===== config.mk =====
export PLATFORM = sky130hd
export DESIGN_NAME = cfd_monitor
export DESIGN_NICKNAME = d
export VERILOG_FILES = /design/src/rtl/cfd_pkg.sv /design/src/rtl/cfd_presc.sv /design/src/rtl/cfd_sync_rise.sv /design/src/rtl/cfd_window.sv /design/src/rtl/cfd_fsm.sv /design/src/rtl/cfd_monitor.sv
export SDC_FILE = /design/constraint.sdc
export NUM_CORES = 1
export LEC_CHECK = 0
export CORE_MARGIN = 3
export CORE_UTILIZATION = 30
export DETAILED_ROUTE_END_ITERATION = 12
export GPL_ROUTABILITY_DRIVEN = 0
export PLACE_DENSITY = 0.47
export SLEW_MARGIN = 25
export SYNTH_ARGS = -nofsm -noshare
export SYNTH_HDL_FRONTEND = slang
export SYNTH_SLANG_ARGS = --single-unit

===== constraint.sdc =====
create_clock -name clk_ref -period 6.9 [get_ports clk_ref]
set_input_delay 1.38 -clock clk_ref [delete_from_list [all_inputs] [get_ports clk_ref]]
set_output_delay 1.38 -clock clk_ref [all_outputs]
set_load 0.05 [all_outputs]

===== src/rtl/cfd_pkg.sv =====
package cfd_pkg;

    localparam int CFD_SEL_W       = 4;
    localparam int CFD_WIN_TICKS   = 4;
    localparam int CFD_GOOD_WINS   = 8;
    localparam int CFD_SYNC_STAGES = 2;

    typedef enum logic [1:0] {
        CFD_OFF   = 2'd0,
        CFD_WATCH = 2'd1,
        CFD_SAFE  = 2'd2
    } cfd_state_e;

    typedef struct packed {
        logic wend;   // last safe tick of a window
        logic good;   // window held at least one monitored rise
    } win_evt_t;

    // terminal count for a divide by 2^sel
    function automatic logic [31:0] div_mask(input logic [31:0] sel);
        return (32'd1 << sel) - 32'd1;
    endfunction

endpackage


===== src/rtl/cfd_presc.sv =====
module cfd_presc
    import cfd_pkg::*;
#(
    parameter int SEL_W = CFD_SEL_W
) (
    input  logic             clk,
    input  logic             rst,
    input  logic             en_q,
    input  logic [SEL_W-1:0] sel,
    output logic             tick
);
    localparam int CNT_W = (1 << SEL_W) - 1;

    logic [SEL_W-1:0] lim_sel;
    logic [CNT_W-1:0] cnt;
    logic [CNT_W-1:0] lim;

    assign lim  = CNT_W'(div_mask(32'(lim_sel)));
    assign tick = en_q && (cnt == lim);

    always_ff @(posedge clk) begin
        if (rst) begin
            lim_sel <= '0;
            cnt     <= '0;
        end else if (!en_q) begin
            lim_sel <= sel;
            cnt     <= '0;
        end else if (cnt == lim) begin
            cnt <= '0;
        end else begin
            cnt <= cnt + 1'b1;
        end
    end

    // divider choice is frozen while the detector runs
    p_sel_frozen_r2: assert property (@(posedge clk) disable iff (rst)
        (en_q && $past(en_q)) |-> $stable(lim_sel));

endmodule


===== src/rtl/cfd_sync_rise.sv =====
module cfd_sync_rise
    import cfd_pkg::*;
#(
    parameter int STAGES = CFD_SYNC_STAGES
) (
    input  logic clk,
    input  logic rst,
    input  logic din,
    output logic rise
);
    logic [STAGES-1:0] chain;
    logic              last;

    generate
        if (STAGES > 1) begin : g_multi
            always_ff @(posedge clk) begin
                if (rst) chain <= '0;
                else     chain <= {chain[STAGES-2:0], din};
            end
        end else begin : g_single
            always_ff @(posedge clk) begin
                if (rst) chain <= '0;
                else     chain <= din;
            end
        end
    endgenerate

    always_ff @(posedge clk) begin
        if (rst) last <= 1'b0;
        else     last <= chain[STAGES-1];
    end

    assign rise = chain[STAGES-1] & ~last;

endmodule


===== src/rtl/cfd_window.sv =====
module cfd_window
    import cfd_pkg::*;
#(
    parameter int WIN_TICKS = CFD_WIN_TICKS
) (
    input  logic     clk,
    input  logic     rst,
    input  logic     en_q,
    input  logic     tick,
    input  logic     rise,
    output win_evt_t evt
);
    localparam int WC_W = (WIN_TICKS > 1) ? $clog2(WIN_TICKS) : 1;

    logic last_tick;
    logic seen;

    generate
        if (WIN_TICKS > 1) begin : g_cnt
            logic [WC_W-1:0] wcnt;
            always_ff @(posedge clk) begin
                if (rst || !en_q) begin
                    wcnt <= '0;
                end else if (tick) begin
                    if (wcnt == WC_W'(WIN_TICKS - 1)) wcnt <= '0;
                    else                             wcnt <= wcnt + 1'b1;
                end
            end
            assign last_tick = tick && (wcnt == WC_W'(WIN_TICKS - 1));
        end else begin : g_one
            assign last_tick = tick;
        end
    endgenerate

    always_ff @(posedge clk) begin
        if (rst || !en_q)   seen <= 1'b0;
        else if (last_tick) seen <= 1'b0;
        else if (rise)      seen <= 1'b1;
    end

    always_comb begin
        evt.wend = last_tick;
        evt.good = seen | rise;
    end

endmodule


===== src/rtl/cfd_fsm.sv =====
module cfd_fsm
    import cfd_pkg::*;
#(
    parameter int GOOD_WINS = CFD_GOOD_WINS
) (
    input  logic     clk,
    input  logic     rst,
    input  logic     en_q,
    input  win_evt_t evt,
    input  logic     swb_en,
    output logic     src_safe,
    output logic     fail_set,
    output logic     swb_done
);
    localparam int GW_W = $clog2(GOOD_WINS + 1);
    localparam logic [GW_W-1:0] GOOD_LAST = GW_W'(GOOD_WINS);

    cfd_state_e      state, state_n;
    logic [GW_W-1:0] gcnt, gcnt_n, gcnt_inc;
    logic            done_n;
    logic            swb_eff;

    // switch-back permission only counts while the detector is on
    assign swb_eff  = swb_en & en_q;
    assign gcnt_inc = (gcnt == GOOD_LAST) ? gcnt : gcnt + 1'b1;

    always_comb begin
        state_n  = state;
        gcnt_n   = gcnt;
        fail_set = 1'b0;
        done_n   = 1'b0;
        if (!en_q) begin
            state_n = CFD_OFF;
            gcnt_n  = '0;
        end else begin
            unique case (state)
                CFD_OFF: begin
                    state_n  = CFD_WATCH;
                    fail_set = 1'b1;        // start-up artefact
                end
                CFD_WATCH: begin
                    if (evt.wend && !evt.good) begin
                        state_n  = CFD_SAFE;
                        gcnt_n   = '0;
                        fail_set = 1'b1;
                    end
                end
                CFD_SAFE: begin
                    if (evt.wend) begin
                        if (!evt.good) begin
                            gcnt_n = '0;
                        end else if (gcnt_inc == GOOD_LAST && swb_eff) begin
                            state_n = CFD_WATCH;
                            gcnt_n  = '0;
                            done_n  = 1'b1;
                        end else begin
                            gcnt_n = gcnt_inc;
                        end
                    end
                end
                default: state_n = CFD_OFF;
            endcase
        end
    end

    always_ff @(posedge clk) begin
        if (rst) begin
            state    <= CFD_OFF;
            gcnt     <= '0;
            swb_done <= 1'b0;
        end else begin
            state    <= state_n;
            gcnt     <= gcnt_n;
            swb_done <= done_n;
        end
    end

    assign src_safe = (state == CFD_SAFE);

    p_safe_needs_empty_window_r4: assert property (@(posedge clk) disable iff (rst)
        $rose(src_safe) |-> $past(evt.wend && !evt.good));

    p_good_count_capped_r6: assert property (@(posedge clk) disable iff (rst)
        gcnt <= GOOD_LAST);

    p_done_with_return_r10: assert property (@(posedge clk) disable iff (rst)
        swb_done |-> (!src_safe && $past(src_safe)));

    p_off_when_disabled_r9: assert property (@(posedge clk) disable iff (rst)
        !en_q |=> (!src_safe && !swb_done));

endmodule


===== src/rtl/cfd_monitor.sv =====
module cfd_monitor
    import cfd_pkg::*;
#(
    parameter int SEL_W       = CFD_SEL_W,
    parameter int WIN_TICKS   = CFD_WIN_TICKS,
    parameter int GOOD_WINS   = CFD_GOOD_WINS,
    parameter int SYNC_STAGES = CFD_SYNC_STAGES
) (
    input  logic             clk_ref,
    input  logic             rst,
    input  logic             mon_clk,
    input  logic             det_en,
    input  logic [SEL_W-1:0] presc_sel,
    input  logic             swb_en,
    input  logic             fail_clr,
    output logic             src_safe,
    output logic             fail_sts,
    output logic             swb_done
);
    logic     en_q;
    logic     tick;
    logic     rise;
    logic     fail_set;
    win_evt_t evt;

    always_ff @(posedge clk_ref) begin
        if (rst) en_q <= 1'b0;
        else     en_q <= det_en;
    end

    cfd_presc #(.SEL_W(SEL_W)) u_presc (
        .clk  (clk_ref),
        .rst  (rst),
        .en_q (en_q),
        .sel  (presc_sel),
        .tick (tick)
    );

    cfd_sync_rise #(.STAGES(SYNC_STAGES)) u_sync (
        .clk  (clk_ref),
        .rst  (rst),
        .din  (mon_clk),
        .rise (rise)
    );

    cfd_window #(.WIN_TICKS(WIN_TICKS)) u_window (
        .clk  (clk_ref),
        .rst  (rst),
        .en_q (en_q),
        .tick (tick),
        .rise (rise),
        .evt  (evt)
    );

    cfd_fsm #(.GOOD_WINS(GOOD_WINS)) u_fsm (
        .clk      (clk_ref),
        .rst      (rst),
        .en_q     (en_q),
        .evt      (evt),
        .swb_en   (swb_en),
        .src_safe (src_safe),
        .fail_set (fail_set),
        .swb_done (swb_done)
    );

    // sticky status: set beats clear
    always_ff @(posedge clk_ref) begin
        if (rst)           fail_sts <= 1'b0;
        else if (fail_set) fail_sts <= 1'b1;
        else if (fail_clr) fail_sts <= 1'b0;
    end

    p_status_sticky_r5: assert property (@(posedge clk_ref) disable iff (rst)
        $fell(fail_sts) |-> $past(fail_clr));

    p_startup_flag_r3: assert property (@(posedge clk_ref) disable iff (rst)
        $rose(en_q) |=> fail_sts);

endmodule


Yosys cells after proc, flatten, opt, wreduce, memory -nomap -nowiden --
Cells that the tools add are included. W data, S select, Z words.
Cells by class: magnitude comparators 0, multiplexer cells 18, multipliers 0, shifts and indexed selects 1, div/mod/pow operators 0, equal/unequal tests 10, add/sub/neg operators 4, reduce and logical (&&, ||, !) cells 16, bitwise operators 8
Operator list (count):
- $mux W4 | 5
- $add A15 B1 Y15 const B | 1
- $eq A15 B15 Y1 | 1
- $shl A1 B4 Y15 const A | 1
- $sub A15 B1 Y15 const B | 1
- $mux W2 | 5
- $eq A4 B4 Y1 const B | 2
- $ne A2 B1 Y1 const B | 4
- $pmux W4 S2 | 1
- $pmux W2 S3 | 1
- $mux W1 | 5
- $not A1 Y1 | 5
- $reduce_or A5 Y1 | 1
- $add A4 B1 Y4 const B | 1
- $eq A2 B2 Y1 const B | 2
- $logic_and A1 B1 Y1 | 4
- $reduce_and A4 Y1 | 1
- $reduce_bool A2 Y1 | 2
- $reduce_or A2 Y1 | 2
- $reduce_and A3 Y1 | 1
- $reduce_or A3 Y1 | 1
- $add A2 B1 Y2 const B | 1
- $and A1 B1 Y1 | 2
- $eq A2 B1 Y1 const B | 1
- 5 further kinds | 6
Storage, ports and cells: latch bits 0, input port bits 10, logic and storage cells 68, memory bits (writable) 0, ROM bits 0, flip-flop bits (word level) 34, memories 0

Logic depth before layout (Yosys ltp) --
depth after elaboration 10, depth in mapped cells 14

Modules after synthesis --
Synthesis repeated with hierarchy kept, for this count alone.
Second synthesis, totals: cells, all modules 252, area, all modules 2102.0 um^2
Modules (own cells, without submodules):
- cfd_presc | area an instance 1347.5 um^2, instances 1, cells an instance 169
- cfd_fsm | area an instance 457.9 um^2, instances 1, cells an instance 56
- cfd_window | area an instance 143.9 um^2, instances 1, cells an instance 14
- cfd_sync_rise | area an instance 87.6 um^2, instances 1, cells an instance 7
- cfd_monitor | area an instance 65.1 um^2, instances 1, cells an instance 6

Worst setup path after synthesis --
No wires, ideal clock.
path kind reg-to-reg, start point reg u_presc.lim_sel[1], end point reg u_fsm.gcnt[0], data required time 6.830 ns, slack 3.787 ns, arrival 3.043 ns, cell stages (with the launch flop) 14, cells stage by stage dfxtp_1 -> buf_6 -> nor2_1 -> nand3_1 -> ha_1 -> buf_2 -> xor2_1 -> xnor2_1 -> nand4_1 -> or4_1 -> or3_1 -> buf_2 -> or4_1 -> a21oi_1
Between the ends: longest elaborated chain between the ends 8, elaborated cells on any way between the ends 9, those cells by class 1 x add/sub; 3 x eq/ne; 1 x shift; 4 x reduce/logical
RTL lines:
- start: declaration | line cfd_presc.sv:14 | logic [SEL_W-1:0] lim_sel;
- start signal: assignment | line cfd_presc.sv:26 | lim_sel <= sel;
- $shl A1 B4 Y15 (*) | line cfd_pkg.sv:21 | return (32'd1 << sel) - 32'd1;
- $sub A15 B1 Y15 (*) | line cfd_pkg.sv:21
- $eq A15 B15 Y1 (*) | line cfd_presc.sv:19 | assign tick = en_q && (cnt == lim);
- $logic_and A1 B1 Y1 (*) | line cfd_presc.sv:19
- $logic_and A1 B1 Y1 (*) | line cfd_window.sv:29 | assign last_tick = tick && (wcnt == WC_W'(WIN_TICKS - 1));
- $logic_and A1 B1 Y1 | line cfd_fsm.sv:42 | if (evt.wend && !evt.good) begin
- $ne A2 B1 Y1 (no source line)
- $reduce_and A3 Y1 (no source line) (*)
- end signal: assignment | line cfd_fsm.sv:73 | gcnt <= gcnt_n;
- end: declaration | line cfd_fsm.sv:19 | logic [GW_W-1:0] gcnt, gcnt_n, gcnt_inc;
Mark *: on every way between the ends. The rest lies on a longest branch, timed or not. A chain may end at the register's enable or synchronous reset.

Worst setup path after layout --
start point reg u_presc.lim_sel[3], end point reg u_fsm.gcnt[0]
Same word-level chain as after synthesis.

==> flow_summary_export.csv <==
group,metric,value,unit
power_and_ir_drop,p_leak,0.773,nW
synthesis,synth_seq_cells,34,
timing,worst_slew_pin_slew,706,ps
cts,insertion_delay,300,ps
cells_and_area,layoutNonFillerInstCount,323,
synthesis,synth_edf_count,0,
worst_setup_path,crit_family,"simple AND/OR/NAND/NOR gates",
cts,cts_tree,"yes",
cells_and_area,syn2layout_area_growth,14.7,%
placement,io_buffers,12,
detailed_routing,routed_wl,4310,um
worst_setup_path,max_stage_delay,710,ps
cells_and_area,nets,262,
cells_and_area,final_layout_size_suffix_gt1_share,5.24,%
die,dieArea,7480,um^2
timing,finalHoldViolations,0,
die,design.core.area,6100,um^2
placement,dp_hpwl,3110,um
synthesis,avgSynthCellArea,8.10,um^2
synthesis,synth_cell_types,49,
detailed_routing,vias,1640,
placement,placed_cells,315,
global_route,grt_max_degree,20,
cells_and_area,final_common_cell,"dfxtp_1",
die,die-width,86.5,um
cts,cts_setup_buffers,0,
worst_setup_path,required,7130,ps
detailed_routing,ant_nets,0,
worst_setup_path,critical_path_class,"reg -> reg",
synthesis,yosysWarnings,0,
cts,clk_pin_slew,80,ps
min_path,hold_depth,1,
cells_and_area,layout_common_cells,"34 x dfxtp_1, 31 x nor2_1, 21 x nand2_1",
cts,cts_resized,0,
power_and_ir_drop,ir_drop,97.8,uV
detailed_routing,first_iter_violations,77,
detailed_routing,drc_errors,0,
die,rows,28,
cts,cts.sinks,34,
synthesis,ys.flop_type,"dfxtp_1",
cts,clockBufferDepth,2,
global_route,globalRouteTotalUtil,12.6,%
cts,htreeDepth,2,
die,die_h,86.5,um
worst_setup_path,r2r_slack,3230,ps
cts,holdBufCountCts,0,
die,top_level_ports,13,
worst_setup_path,critPathArrivalTime,3900,ps
detailed_routing,routed_via_density,5.08,
worst_setup_path,cpMaxStageDelayCell,"dfxtp_1",
synthesis,ys_async_sr_fraction,0,%
worst_setup_path,path_cells,"inv_1 > nand3_1 > ha_1 > xor2_1 > xnor2_1 > nand4_1 > or4_1 > or3_1 > or4_1 > a21oi_1",
global_route,antenna_found_initial,0,
synthesis,syn_area,1940,um^2
timing,setup_viol,0,
min_path,hold_path.class,"reg -> reg",
timing,rsz0062_at_grt,"no",
cells_and_area,diodes,0,
timing,period_share,53.3,%
worst_setup_path,critPathLaunchType,"flip-flop",
timing,min_period,3670,ps
cts,cts_made_buffers,5,
worst_setup_path,crit_cells,10,
global_route,grt_pass1_vias,1491,
timing,fin_skew,11.6,ps
synthesis,syn_inst,240,
die,start_util,31.9,%
detailed_routing,drtPass1Iterations,4,
global_route,grt_pass1_wl,7430,um
worst_setup_path,cp-end-kind,"flip-flop",
synthesis,synthesis.nets,255,
global_route,grt_overflow,0,
detailed_routing,wl_per_cell,13.4,um
worst_setup_path,path_common_cell,"or4_1",
worst_setup_path,path_buf_inv,1,
run_status,status,"finished, final reports clean",
worst_setup_path,critPathMaxFanout,19,
worst_setup_path,r2r_cells,10,
power_and_ir_drop,power.density,214,nW/um^2
run,maxCapViolations,0,
timing,timing.fmax,272,MHz
synthesis,synth_seq_area_share,35.0,%
timing,fin_tns_setup,0,ps
cts,cts.root.buffer_cell,"clkbuf_8",
timing,maxSlewViolCount,0,
timing,slew_headroom,52.6,%
worst reg2reg max path: stages (launching register included):
cell and delay, ps:
dfxtp_1 710, inv_1 190, nand3_1 110, ha_1 310, xor2_1 210, xnor2_1 130
nand4_1 100, or4_1 530, or3_1 610, or4_1 570, a21oi_1 140
cell usage after synthesis, types with 4 or more instances:
master / number / area (um^2)
o21ai_0: 8 / 40.0
a21oi_1: 13 / 65.1
or3_1: 8 / 50.1
xnor2_1: 10 / 87.6
xor2_1: 10 / 87.6
nor2b_1: 9 / 56.3
ha_1: 5 / 62.6
nand2_1: 21 / 78.8
clkbuf_1: 5 / 18.8
nor2_1: 31 / 116
dfxtp_1: 34 / 681
and3_1: 4 / 25.0
nand3_1: 11 / 55.1
buf_2: 4 / 20.0
mux2i_1: 5 / 50.1
inv_1: 8 / 30.0
stage by stage:
| step | power (mW) | hold slack [ps] | utilization, % | worst slack (ps) | cell area [um^2] |
|---|---|---|---|---|---|
| 6_report | 0.477 | 455 | 36.6 | 3230 | 2230 |
| 5_1_grt | 0.495 | 475 | 36.6 | 2920 | 2230 |
| 4_1_cts | 0.483 | 458 | 36.6 | 3230 | 2230 |
| 3_5_place_dp | 0.257 | 439 | 34.3 | 3260 | 2090 |
| 3_3_place_gp | 0.258 | 441 | 34.3 | 3300 | 2090 |
| 2_1_floorplan | 0.246 | 414 | - | 3790 | 1940 |
metal layers:
metal  share of wire (%)  GRT usage [%]  up-vias
li1                    -              -      859
met1                  52           17.9      752
met2                  43           18.0       22
met3                 3.1           2.85        7
met4                 1.8           5.52        0
met5                   0              0        -
report_power, final:
group	switching [mW]	internal [mW]
Clock	0.0799	0.145
Sequential	0.00917	0.200
Combinational	0.0205	0.0232
Total	0.110	0.368
sequential cells by signal (all words and copies together), names as in the netlist:
name and cells:
fail_sts 1, u_presc.lim_sel 4, u_window.g_cnt.wcnt 2, u_window.seen 1
en_q 1, u_sync.chain 2, u_fsm.swb_done 1, u_fsm.gcnt 4
u_presc.cnt 15, u_fsm.state 2, u_sync.last 1
final cells by class:
type | count | area (um^2)
timing repair buffer | 12 | 120
fill | 668 | 3860
clock buffer | 5 | 68.8
multi-input combinational | 185 | 1160
clock inverter | 3 | 68.8
sequential | 34 | 681
tap | 75 | 93.8
inverter | 9 | 33.8
path summary, 6_finish.rpt:
kind / startpoint / to
min reg2reg: u_sync.chain[0] / u_sync.chain[1]
max reg2reg: u_presc.lim_sel[3] / u_fsm.gcnt[0]
min: u_sync.chain[0] / u_sync.chain[1]
max: u_presc.lim_sel[3] / u_fsm.gcnt[0]
kinds of logic (layout without fill, tap and decap cells):
kind of cell,after synthesis,after routing,share of synthesized area (%)
DFF,34,34,35.0
adders and majority gates,5,5,3.22
muxes,5,5,2.57
xor gates and xnor gates,20,20,9.01
buffers and inverters,21,29,5.08
AOI/OAI and AO/OA,45,45,15.5
and+or+nand+nor,110,110,29.6
(Power assumes the default switching activity.)
